`config.mk`:
```
export PLATFORM = sky130hd
export DESIGN_NAME = fm_timer_pair
export DESIGN_NICKNAME = d
export VERILOG_FILES = /design/src/rtl/fm_timer_pkg.sv /design/src/rtl/fm_timer_ctrl.sv /design/src/rtl/fm_down_timer.sv /design/src/rtl/fm_timer_pair.sv
export SDC_FILE = /design/constraint.sdc
export NUM_CORES = 1
export LEC_CHECK = 0
export ABC_AREA = 1
export BUFFER_PORTS_ARGS = -buffer_cell sky130_fd_sc_hd__buf_2
export CAP_MARGIN = 30
export CORE_ASPECT_RATIO = 1.2
export CORE_UTILIZATION = 45
export DETAILED_ROUTE_END_ITERATION = 12
export GPL_TIMING_DRIVEN = 0
export SYNTH_ARGS = -nofsm -noshare
export SYNTH_HDL_FRONTEND = slang
export SYNTH_SLANG_ARGS = --single-unit
export TNS_END_PERCENT = 100
```
`constraint.sdc`:
```
create_clock -name clk -period 4.2 [get_ports clk]
set_clock_uncertainty 0.2 [all_clocks]
set_input_delay 0.84 -clock clk [delete_from_list [all_inputs] [get_ports clk]]
set_output_delay 0.84 -clock clk [all_outputs]
set_load 0.01 [all_outputs]
```
`src/rtl/fm_timer_pkg.sv`:
```
package fm_timer_pkg;

  typedef struct packed {
    logic tickA;
    logic tickB;
    logic clrA;
    logic clrB;
  } timerStrobe_t;

  typedef enum logic [1:0] {
    SEL_FAST_HI = 2'd0,
    SEL_FAST_LO = 2'd1,
    SEL_SLOW    = 2'd2,
    SEL_CTRL    = 2'd3
  } regSel_t;

  localparam int CtlEnFast  = 0;
  localparam int CtlEnSlow  = 1;
  localparam int CtlFeFast  = 2;
  localparam int CtlFeSlow  = 3;
  localparam int CtlClrFast = 4;
  localparam int CtlClrSlow = 5;
  localparam int CtlBits    = 4;

endpackage

```
`src/rtl/fm_timer_ctrl.sv`:
```
module fm_timer_ctrl
  import fm_timer_pkg::*;
#(
  parameter int PRESCALE    = 144,
  parameter int SUBDIV      = 16,
  parameter int BUSY_CYCLES = 17,
  parameter int DATA_W      = 8,
  parameter int FAST_LO_W   = 2,
  localparam int FAST_W     = DATA_W + FAST_LO_W
) (
  input  logic              clk,
  input  logic              rst_n,
  input  logic              cycEn,
  input  logic              wrEn,
  input  logic [1:0]        wrAddr,
  input  logic [DATA_W-1:0] wrData,
  output timerStrobe_t      strobe,
  output logic [FAST_W-1:0] reloadFast,
  output logic [DATA_W-1:0] reloadSlow,
  output logic              enFast,
  output logic              enSlow,
  output logic              feFast,
  output logic              feSlow,
  output logic              busy
);

  localparam int PRE_W  = (PRESCALE > 1) ? $clog2(PRESCALE) : 1;
  localparam int SUB_W  = (SUBDIV > 1) ? $clog2(SUBDIV) : 1;
  localparam int BUSY_W = $clog2(BUSY_CYCLES + 1);

  logic [PRE_W-1:0]     preCnt;
  logic [SUB_W-1:0]     subCnt;
  logic [BUSY_W-1:0]    busyCnt;
  logic [DATA_W-1:0]    fastHi;
  logic [FAST_LO_W-1:0] fastLo;
  logic [DATA_W-1:0]    slowReg;
  logic [CtlBits-1:0]   ctlReg;
  logic                 periodStart;
  logic                 ctlWrite;

  assign periodStart = cycEn && (preCnt == '0);
  assign ctlWrite    = wrEn && (regSel_t'(wrAddr) == SEL_CTRL);

  always_ff @(posedge clk or negedge rst_n) begin
    if (!rst_n) begin
      preCnt <= '0;
    end else if (cycEn) begin
      preCnt <= (preCnt == PRE_W'(PRESCALE - 1)) ? '0 : preCnt + 1'b1;
    end
  end

  always_ff @(posedge clk or negedge rst_n) begin
    if (!rst_n) begin
      subCnt <= '0;
    end else if (periodStart) begin
      subCnt <= (subCnt == SUB_W'(SUBDIV - 1)) ? '0 : subCnt + 1'b1;
    end
  end

  always_ff @(posedge clk or negedge rst_n) begin
    if (!rst_n) begin
      busyCnt <= '0;
    end else if (wrEn) begin
      busyCnt <= BUSY_W'(BUSY_CYCLES);
    end else if (cycEn && busyCnt != '0) begin
      busyCnt <= busyCnt - 1'b1;
    end
  end

  always_ff @(posedge clk or negedge rst_n) begin
    if (!rst_n) begin
      fastHi  <= '0;
      fastLo  <= '0;
      slowReg <= '0;
      ctlReg  <= '0;
    end else if (wrEn) begin
      case (regSel_t'(wrAddr))
        SEL_FAST_HI: fastHi  <= wrData;
        SEL_FAST_LO: fastLo  <= wrData[FAST_LO_W-1:0];
        SEL_SLOW:    slowReg <= wrData;
        default:     ctlReg  <= wrData[CtlBits-1:0];
      endcase
    end
  end

  always_comb begin
    strobe.tickA = periodStart;
    strobe.tickB = periodStart && (subCnt == '0);
    strobe.clrA  = ctlWrite && wrData[CtlClrFast];
    strobe.clrB  = ctlWrite && wrData[CtlClrSlow];
  end

  assign reloadFast = {fastHi, fastLo};
  assign reloadSlow = slowReg;
  assign enFast     = ctlReg[CtlEnFast];
  assign enSlow     = ctlReg[CtlEnSlow];
  assign feFast     = ctlReg[CtlFeFast];
  assign feSlow     = ctlReg[CtlFeSlow];
  assign busy       = (busyCnt != '0);


  busy_after_write_chk: assert property (@(posedge clk) disable iff (!rst_n)
    wrEn |=> busy);


  busy_drop_on_cycle_chk: assert property (@(posedge clk) disable iff (!rst_n)
    $fell(busy) |-> ($past(cycEn) && !$past(wrEn)));


  tick_spacing_chk: assert property (@(posedge clk) disable iff (!rst_n)
    (strobe.tickA && PRESCALE > 1) |=> !strobe.tickA);

endmodule

```
`src/rtl/fm_down_timer.sv`:
```
module fm_down_timer #(
  parameter int CNT_W = 10
) (
  input  logic             clk,
  input  logic             rst_n,
  input  logic             tick,
  input  logic             en,
  input  logic             flagEn,
  input  logic             clr,
  input  logic [CNT_W-1:0] reload,
  output logic             flag
);

  logic [CNT_W-1:0] cnt;
  logic             step;
  logic             wrap;

  assign step = tick && en;
  assign wrap = step && (cnt == '0);

  always_ff @(posedge clk or negedge rst_n) begin
    if (!rst_n) begin
      cnt <= '0;
    end else if (step) begin
      cnt <= (cnt == '0) ? reload : cnt - 1'b1;
    end
  end

  always_ff @(posedge clk or negedge rst_n) begin
    if (!rst_n) begin
      flag <= 1'b0;
    end else if (wrap && flagEn) begin
      flag <= 1'b1;
    end else if (clr) begin
      flag <= 1'b0;
    end
  end


  count_down_chk: assert property (@(posedge clk) disable iff (!rst_n)
    (step && cnt != '0) |=> (cnt == CNT_W'($past(cnt) - 1'b1)));


  hold_when_idle_chk: assert property (@(posedge clk) disable iff (!rst_n)
    !step |=> $stable(cnt));


  flag_source_chk: assert property (@(posedge clk) disable iff (!rst_n)
    $rose(flag) |-> $past(wrap && flagEn));


  flag_sticky_chk: assert property (@(posedge clk) disable iff (!rst_n)
    $fell(flag) |-> $past(clr));

endmodule

```
`src/rtl/fm_timer_pair.sv`:
```
module fm_timer_pair
  import fm_timer_pkg::*;
#(
  parameter int PRESCALE    = 144,
  parameter int SUBDIV      = 16,
  parameter int BUSY_CYCLES = 17,
  parameter int DATA_W      = 8,
  parameter int FAST_LO_W   = 2,
  parameter bit USE_IRQ     = 1'b1
) (
  input  logic              clk,
  input  logic              rst_n,
  input  logic              cycEn,
  input  logic              wrEn,
  input  logic [1:0]        wrAddr,
  input  logic [DATA_W-1:0] wrData,
  output logic [DATA_W-1:0] statusOut,
  output logic              irq
);

  localparam int FAST_W = DATA_W + FAST_LO_W;

  timerStrobe_t      strobe;
  logic [FAST_W-1:0] reloadFast;
  logic [DATA_W-1:0] reloadSlow;
  logic              enFast, enSlow, feFast, feSlow, busy;
  logic              flagFast, flagSlow;

  fm_timer_ctrl #(
    .PRESCALE(PRESCALE), .SUBDIV(SUBDIV), .BUSY_CYCLES(BUSY_CYCLES),
    .DATA_W(DATA_W), .FAST_LO_W(FAST_LO_W)
  ) uCtrl (
    .clk(clk), .rst_n(rst_n), .cycEn(cycEn), .wrEn(wrEn),
    .wrAddr(wrAddr), .wrData(wrData), .strobe(strobe),
    .reloadFast(reloadFast), .reloadSlow(reloadSlow),
    .enFast(enFast), .enSlow(enSlow), .feFast(feFast), .feSlow(feSlow),
    .busy(busy)
  );

  fm_down_timer #(.CNT_W(FAST_W)) uFast (
    .clk(clk), .rst_n(rst_n), .tick(strobe.tickA), .en(enFast),
    .flagEn(feFast), .clr(strobe.clrA), .reload(reloadFast), .flag(flagFast)
  );

  fm_down_timer #(.CNT_W(DATA_W)) uSlow (
    .clk(clk), .rst_n(rst_n), .tick(strobe.tickB), .en(enSlow),
    .flagEn(feSlow), .clr(strobe.clrB), .reload(reloadSlow), .flag(flagSlow)
  );

  always_comb begin
    statusOut    = '0;
    statusOut[0] = flagFast;
    statusOut[1] = flagSlow;
    statusOut[DATA_W-1] = busy;
  end

  generate
    if (USE_IRQ) begin : gIrq
      assign irq = flagFast | flagSlow;
    end else begin : gNoIrq
      assign irq = 1'b0;
    end
  endgenerate


  slow_on_fast_chk: assert property (@(posedge clk) disable iff (!rst_n)
    strobe.tickB |-> strobe.tickA);

endmodule

```
### Yosys cells after proc, flatten, opt, wreduce, memory -nomap -nowiden

Index checks and enable logic that the tools add are counted.

* register bits after elaboration: 59
* input port bits: 14
* output and inout bits: 9
* logic and storage cells: 59

* add/sub/neg operators: 5
* equality and inequality tests: 5
* muxes and demuxes: 10
* bitwise logic cells: 2
* reduce and logical (&&, ||, !) cells: 26

Operators with widths (number)
* $logic_not 8->1: 2
* $mux 8: 2
* $logic_and 1x1->1: 12
* $logic_not 10->1: 1
* $mux 10: 1
* $mux 5: 2
* $sub 10x1->10 const B: 1
* $add 8x1->8 const B: 1
* $eq 8x8->1 const B: 1
* $reduce_and 2->1: 4
* $sub 8x1->8 const B: 1
* $reduce_bool 2->1: 3
* $reduce_bool 5->1: 1
* $sub 5x1->5 const B: 1
* $add 4x1->4 const B: 1
* $eq 2x2->1 const B: 2
* $eq 4x4->1 const B: 1
* $logic_not 4->1: 1
* $mux 1: 4
* $mux 4: 1
* $reduce_or 3->1: 1
* $eq 2x1->1 const B: 1
* $logic_not 2->1: 1
* $not 1->1: 1
* $or 1x1->1: 1

### Depth between registers and ports, before layout

* depth after elaboration: 7
* gate-level depth with buffers: 10
* gate-level depth less buffers: 10

### Hierarchy

A second synthesis with hierarchy kept.

* cells, all modules: 444
* area, all modules: 3428.3 µm²

Modules (own cells, without submodules)
* fm_timer_ctrl: instances 1, cells each 217, area each 1909.3 µm², sequential area each 975.9 µm²
* fm_down_timer (uFast): instances 1, cells each 118, area each 790.8 µm², sequential area each 275.3 µm²
* fm_down_timer (uSlow): instances 1, cells each 97, area each 653.1 µm², sequential area each 225.2 µm²
* fm_timer_pair: instances 1, cells each 12, area each 75.1 µm², sequential area each 0.0 µm²

### Least setup slack after synthesis

Ideal clock, no wire load.

* kind: reg2out
* start point: register uCtrl.busyCnt[0]
* end point: output statusOut[7]
* arrival time: 1.030 ns
* data required time: 3.160 ns
* setup slack: 2.130 ns
* cell stages (with the launch flop): 7
* buffers on the path: 1
* path through: dfrtp_1 > inv_1 > ha_1 > inv_1 > nor3_1 > nand2_1 > buf_4

* word-level cells in the longest chain between the ends: 1

Ends and longest elaborated chain
* from (decl): RTL line fm_timer_ctrl.sv:33 `logic [BUSY_W-1:0] busyCnt;`
* from (signal assigned): RTL line fm_timer_ctrl.sv:64 `busyCnt <= BUSY_W'(BUSY_CYCLES);`
* from (signal assigned): RTL line fm_timer_ctrl.sv:66 `busyCnt <= busyCnt - 1'b1;`
* $reduce_bool 5->1: RTL line fm_timer_ctrl.sv:99 `assign busy = (busyCnt != '0);`
* to (decl): RTL line fm_timer_pair.sv:17 `output logic [DATA_W-1:0] statusOut,`

Every way passes these cells.

### Worst setup path in the final report

Same ends and word-level chain as after synthesis.

==> results.py <==
metrics = {
    "worst_setup_path": {
        "worstPathMaxFanout": 4,
        "crit_required_ps": 3160,
        "cp-start-kind": "register",
        "arrival_ps": 1600,
        "crit_slowest_cell": "dfrtp_1",
        "critical_path.most_common_cell": "inv_1",
        "critical_path.endpoint_type": "output pin",
        "path_cells": "inv_1, ha_1, inv_1, nor3_1, nand2_1, buf_4, buf_2",
        "worstSetupPathType": "reg -> out",
        "path_buf_inv": 4,
        "cp_top_family": "buffers and inverters",
        "cp_slowest_stage_delay_ps": 360,
    },
    "clocking": {
        "cts_tree": "built",
        "clk_pin_slew_ps": 60,
        "postCtsSetupBuffers": 0,
        "hold_buffers": 0,
        "clock_sinks": 59,
        "clockBufferDepth": 2,
        "cts_made_buffers": 9,
        "cts-htree-levels": 3,
        "ctsResizeCount": 0,
        "root_buffer": "clkbuf_8",
        "clk_latency_ps": 330,
    },
    "sta": {
        "tns_ps": 0,
        "rsz0062_at_grt": "false",
        "period_share_pct": 62.78,
        "hold_viol_final": 0,
        "max_freq_mhz": 379.3,
        "slew_violations": 0,
        "setup_viol": 0,
        "tightest_slew_ps": 560.0,
        "period_needed_ps": 2637,
        "relSlewSlack_pct": 62.67,
    },
    "global_route": {
        "antenna_found_initial": 0,
        "grt-ovfl-total": 0,
        "grt_first_pass_wirelength_um": 11550,
        "track_usage_pct": 19.56,
        "grt_max_degree": 38,
        "grt_pass1_vias": 2653,
    },
    "cells_and_area": {
        "antenna_cells": 0,
        "area_delta_synth_final_pct": 11.30,
        "nets": 498,
        "drive_above_1_share_pct": 12.97,
        "fin_cells": 565,
    },
    "die": {
        "dieArea_mm2": 0.007682,
        "coreArea_mm2": 0.006978,
        "initial_core_util_pct": 47.30,
        "fp-row-count": 33,
        "die_x_um": 80.18,
        "die_y_um": 95.82,
        "io_pins": 23,
    },
    "routing": {
        "firstDrtPassIters": 4,
        "postRouteAntennaNets": 0,
        "drc_errors": 0,
        "first_iter_violations": 120,
        "wirelength_um": 6478,
        "num_vias": 2695,
        "routedWlPerCell_um": 11.47,
        "viasPerCell": 4.770,
    },
    "synthesis": {
        "synth_edf_count": 0,
        "ys_types": 28,
        "synth-main-ff-cell": "dfrtp_1",
        "async_reset_ff_share_pct": 100.0,
        "syn_area_mm2": 0.003301,
        "ys_ff_latch": 59,
        "syn_avg_cell_area_um2": 7.434,
        "ys_seq_area_share_pct": 44.73,
        "synthCells": 444,
        "ys_warn_count": 0,
    },
    "power_and_ir_drop": {
        "power_density_mw_per_mm2": 400.1,
        "p_leak_nw": 2.024,
        "vdd_drop_max_mv": 0.2036,
    },
    "flow_run": {
        "maxCapViolCount": 0,
    },
    "min_path": {
        "hold_class": "reg -> reg",
    },
    "placed_design": {
        "io_buffers": 16,
        "hpwl_um": 4738,
        "globalplace.congestion": 0.8228,
        "dpl.cell_count": 552,
    },
    "status": {
        "status": "finished, final reports clean",
    },
}
cell usage in the layout, fill, tap and decap left out, types with 4 or more instances in the layout:
master	instances
nand2_1	142
dfrtp_1	59
inv_1	54
nor2_1	45
o21ai_0	36
nand3_1	35
buf_2	18
xor2_1	11
clkbuf_8	10
ha_1	8
buf_4	8
inv_2	6
nor2_4	6
clkbuf_1	5
conb_1	5
nor3_1	4
nand2_2	4
nand4_1	4
per-layer routing:
layer  track usage (%)  share of wire, %  vias up
li1                  -                 -     1429
met1             25.27                50     1213
met2             32.69                45       42
met3             3.318               3.5       11
met4             7.589               1.9        0
met5                 0                 0        -
cell families (layout without fill, tap and decap cells):
group	Yosys count	after routing	share of synthesized area [%]
compound gates	44	44	6.975
xor+xnor	11	11	2.919
fa+ha+maj	8	8	3.033
buf+inv	75	105	10.01
flops	59	59	44.73
other cells	1	5	0.1136
simple gates	246	246	32.22
cells in the mapped netlist (2+ instances only):
cell type	count	share of area, %
buf_4	8	1.8
nand4_1	4	0.76
nand3_1	35	5.3
o21ai_2	2	0.53
o21ai_1	2	0.30
o21ai_0	36	5.5
nand2_1	142	16
nor2_4	6	2.0
a21oi_1	3	0.45
nand3b_1	2	0.45
dfrtp_1	59	45
inv_2	6	0.68
nor2_1	45	5.1
buf_2	2	0.30
xor2_1	11	2.9
nor3_1	4	0.61
ha_1	8	3.0
clkbuf_1	2	0.23
inv_1	54	6.1
nand2_2	4	0.76
buf_6	2	0.68
worst min-delay path, delay by kind of cell (launching register included):
kind / cells / cell delay [ps]
flip-flops: 1 / 340
AND/OR/NAND/NOR: 2 / 110
metrics by stage:
stage | hold WS, ps | instance area, um2 | total power [W] | utilization [%] | setup WS [ps]
floorplan | 241.2 | 3316 | 0.0009694 | - | 2130
global placement | 253.6 | 3505 | 0.001045 | 50.22 | 1882
detailed placement | 259.4 | 3525 | 0.001054 | 50.51 | 1903
CTS | 275.4 | 3674 | 0.001490 | 52.64 | 1531
global route | 306.7 | 3674 | 0.001579 | 52.64 | 1416
finish | 272.5 | 3674 | 0.001470 | 52.64 | 1563
area by class of cell:
type	instances	area [um2]
fill	708	3304
buffer	14	100.1
sequential	59	1476
timing repair buffer	17	100.1
multi-input combinational	314	1509
clock buffer	13	148.9
inverter	61	230.2
tap	87	108.9
report_power, final:
| part | switching, W | total (W) | internal (W) |
|---|---|---|---|
| logic | 0.000202 | 0.000324 | 0.000121 |
| clock network | 0.000207 | 0.000428 | 0.000221 |
| registers | 0.0000668 | 0.000718 | 0.000651 |
| total | 0.000476 | 0.00147 | 0.000994 |
worst paths after layout:
path | start | to | slack [ps] | cells after the start
hold / removal | uCtrl.ctlReg[3] | uSlow.flag | 270 | 2
max in group asynchronous | rst_n | uCtrl.fastLo[1] | 2910 | 2
setup reg to reg | uCtrl.preCnt[0] | uFast.cnt[1] | 2350 | 9
setup / recovery | uCtrl.busyCnt[0] | statusOut[7] | 1560 | 7
hold reg to reg | uCtrl.ctlReg[3] | uSlow.flag | 270 | 2
min in group asynchronous | rst_n | uSlow.cnt[6] | 290 | 1
state kept, by name, indices dropped and copies added, names as in the netlist, 4 cells and up:
name / flops
uFast.cnt: 10
uCtrl.fastHi: 8
uCtrl.preCnt: 8
uCtrl.reloadSlow: 8
uSlow.cnt: 8
uCtrl.busyCnt: 5
uCtrl.ctlReg: 4
uCtrl.subCnt: 4
(Power assumes the default switching activity.)
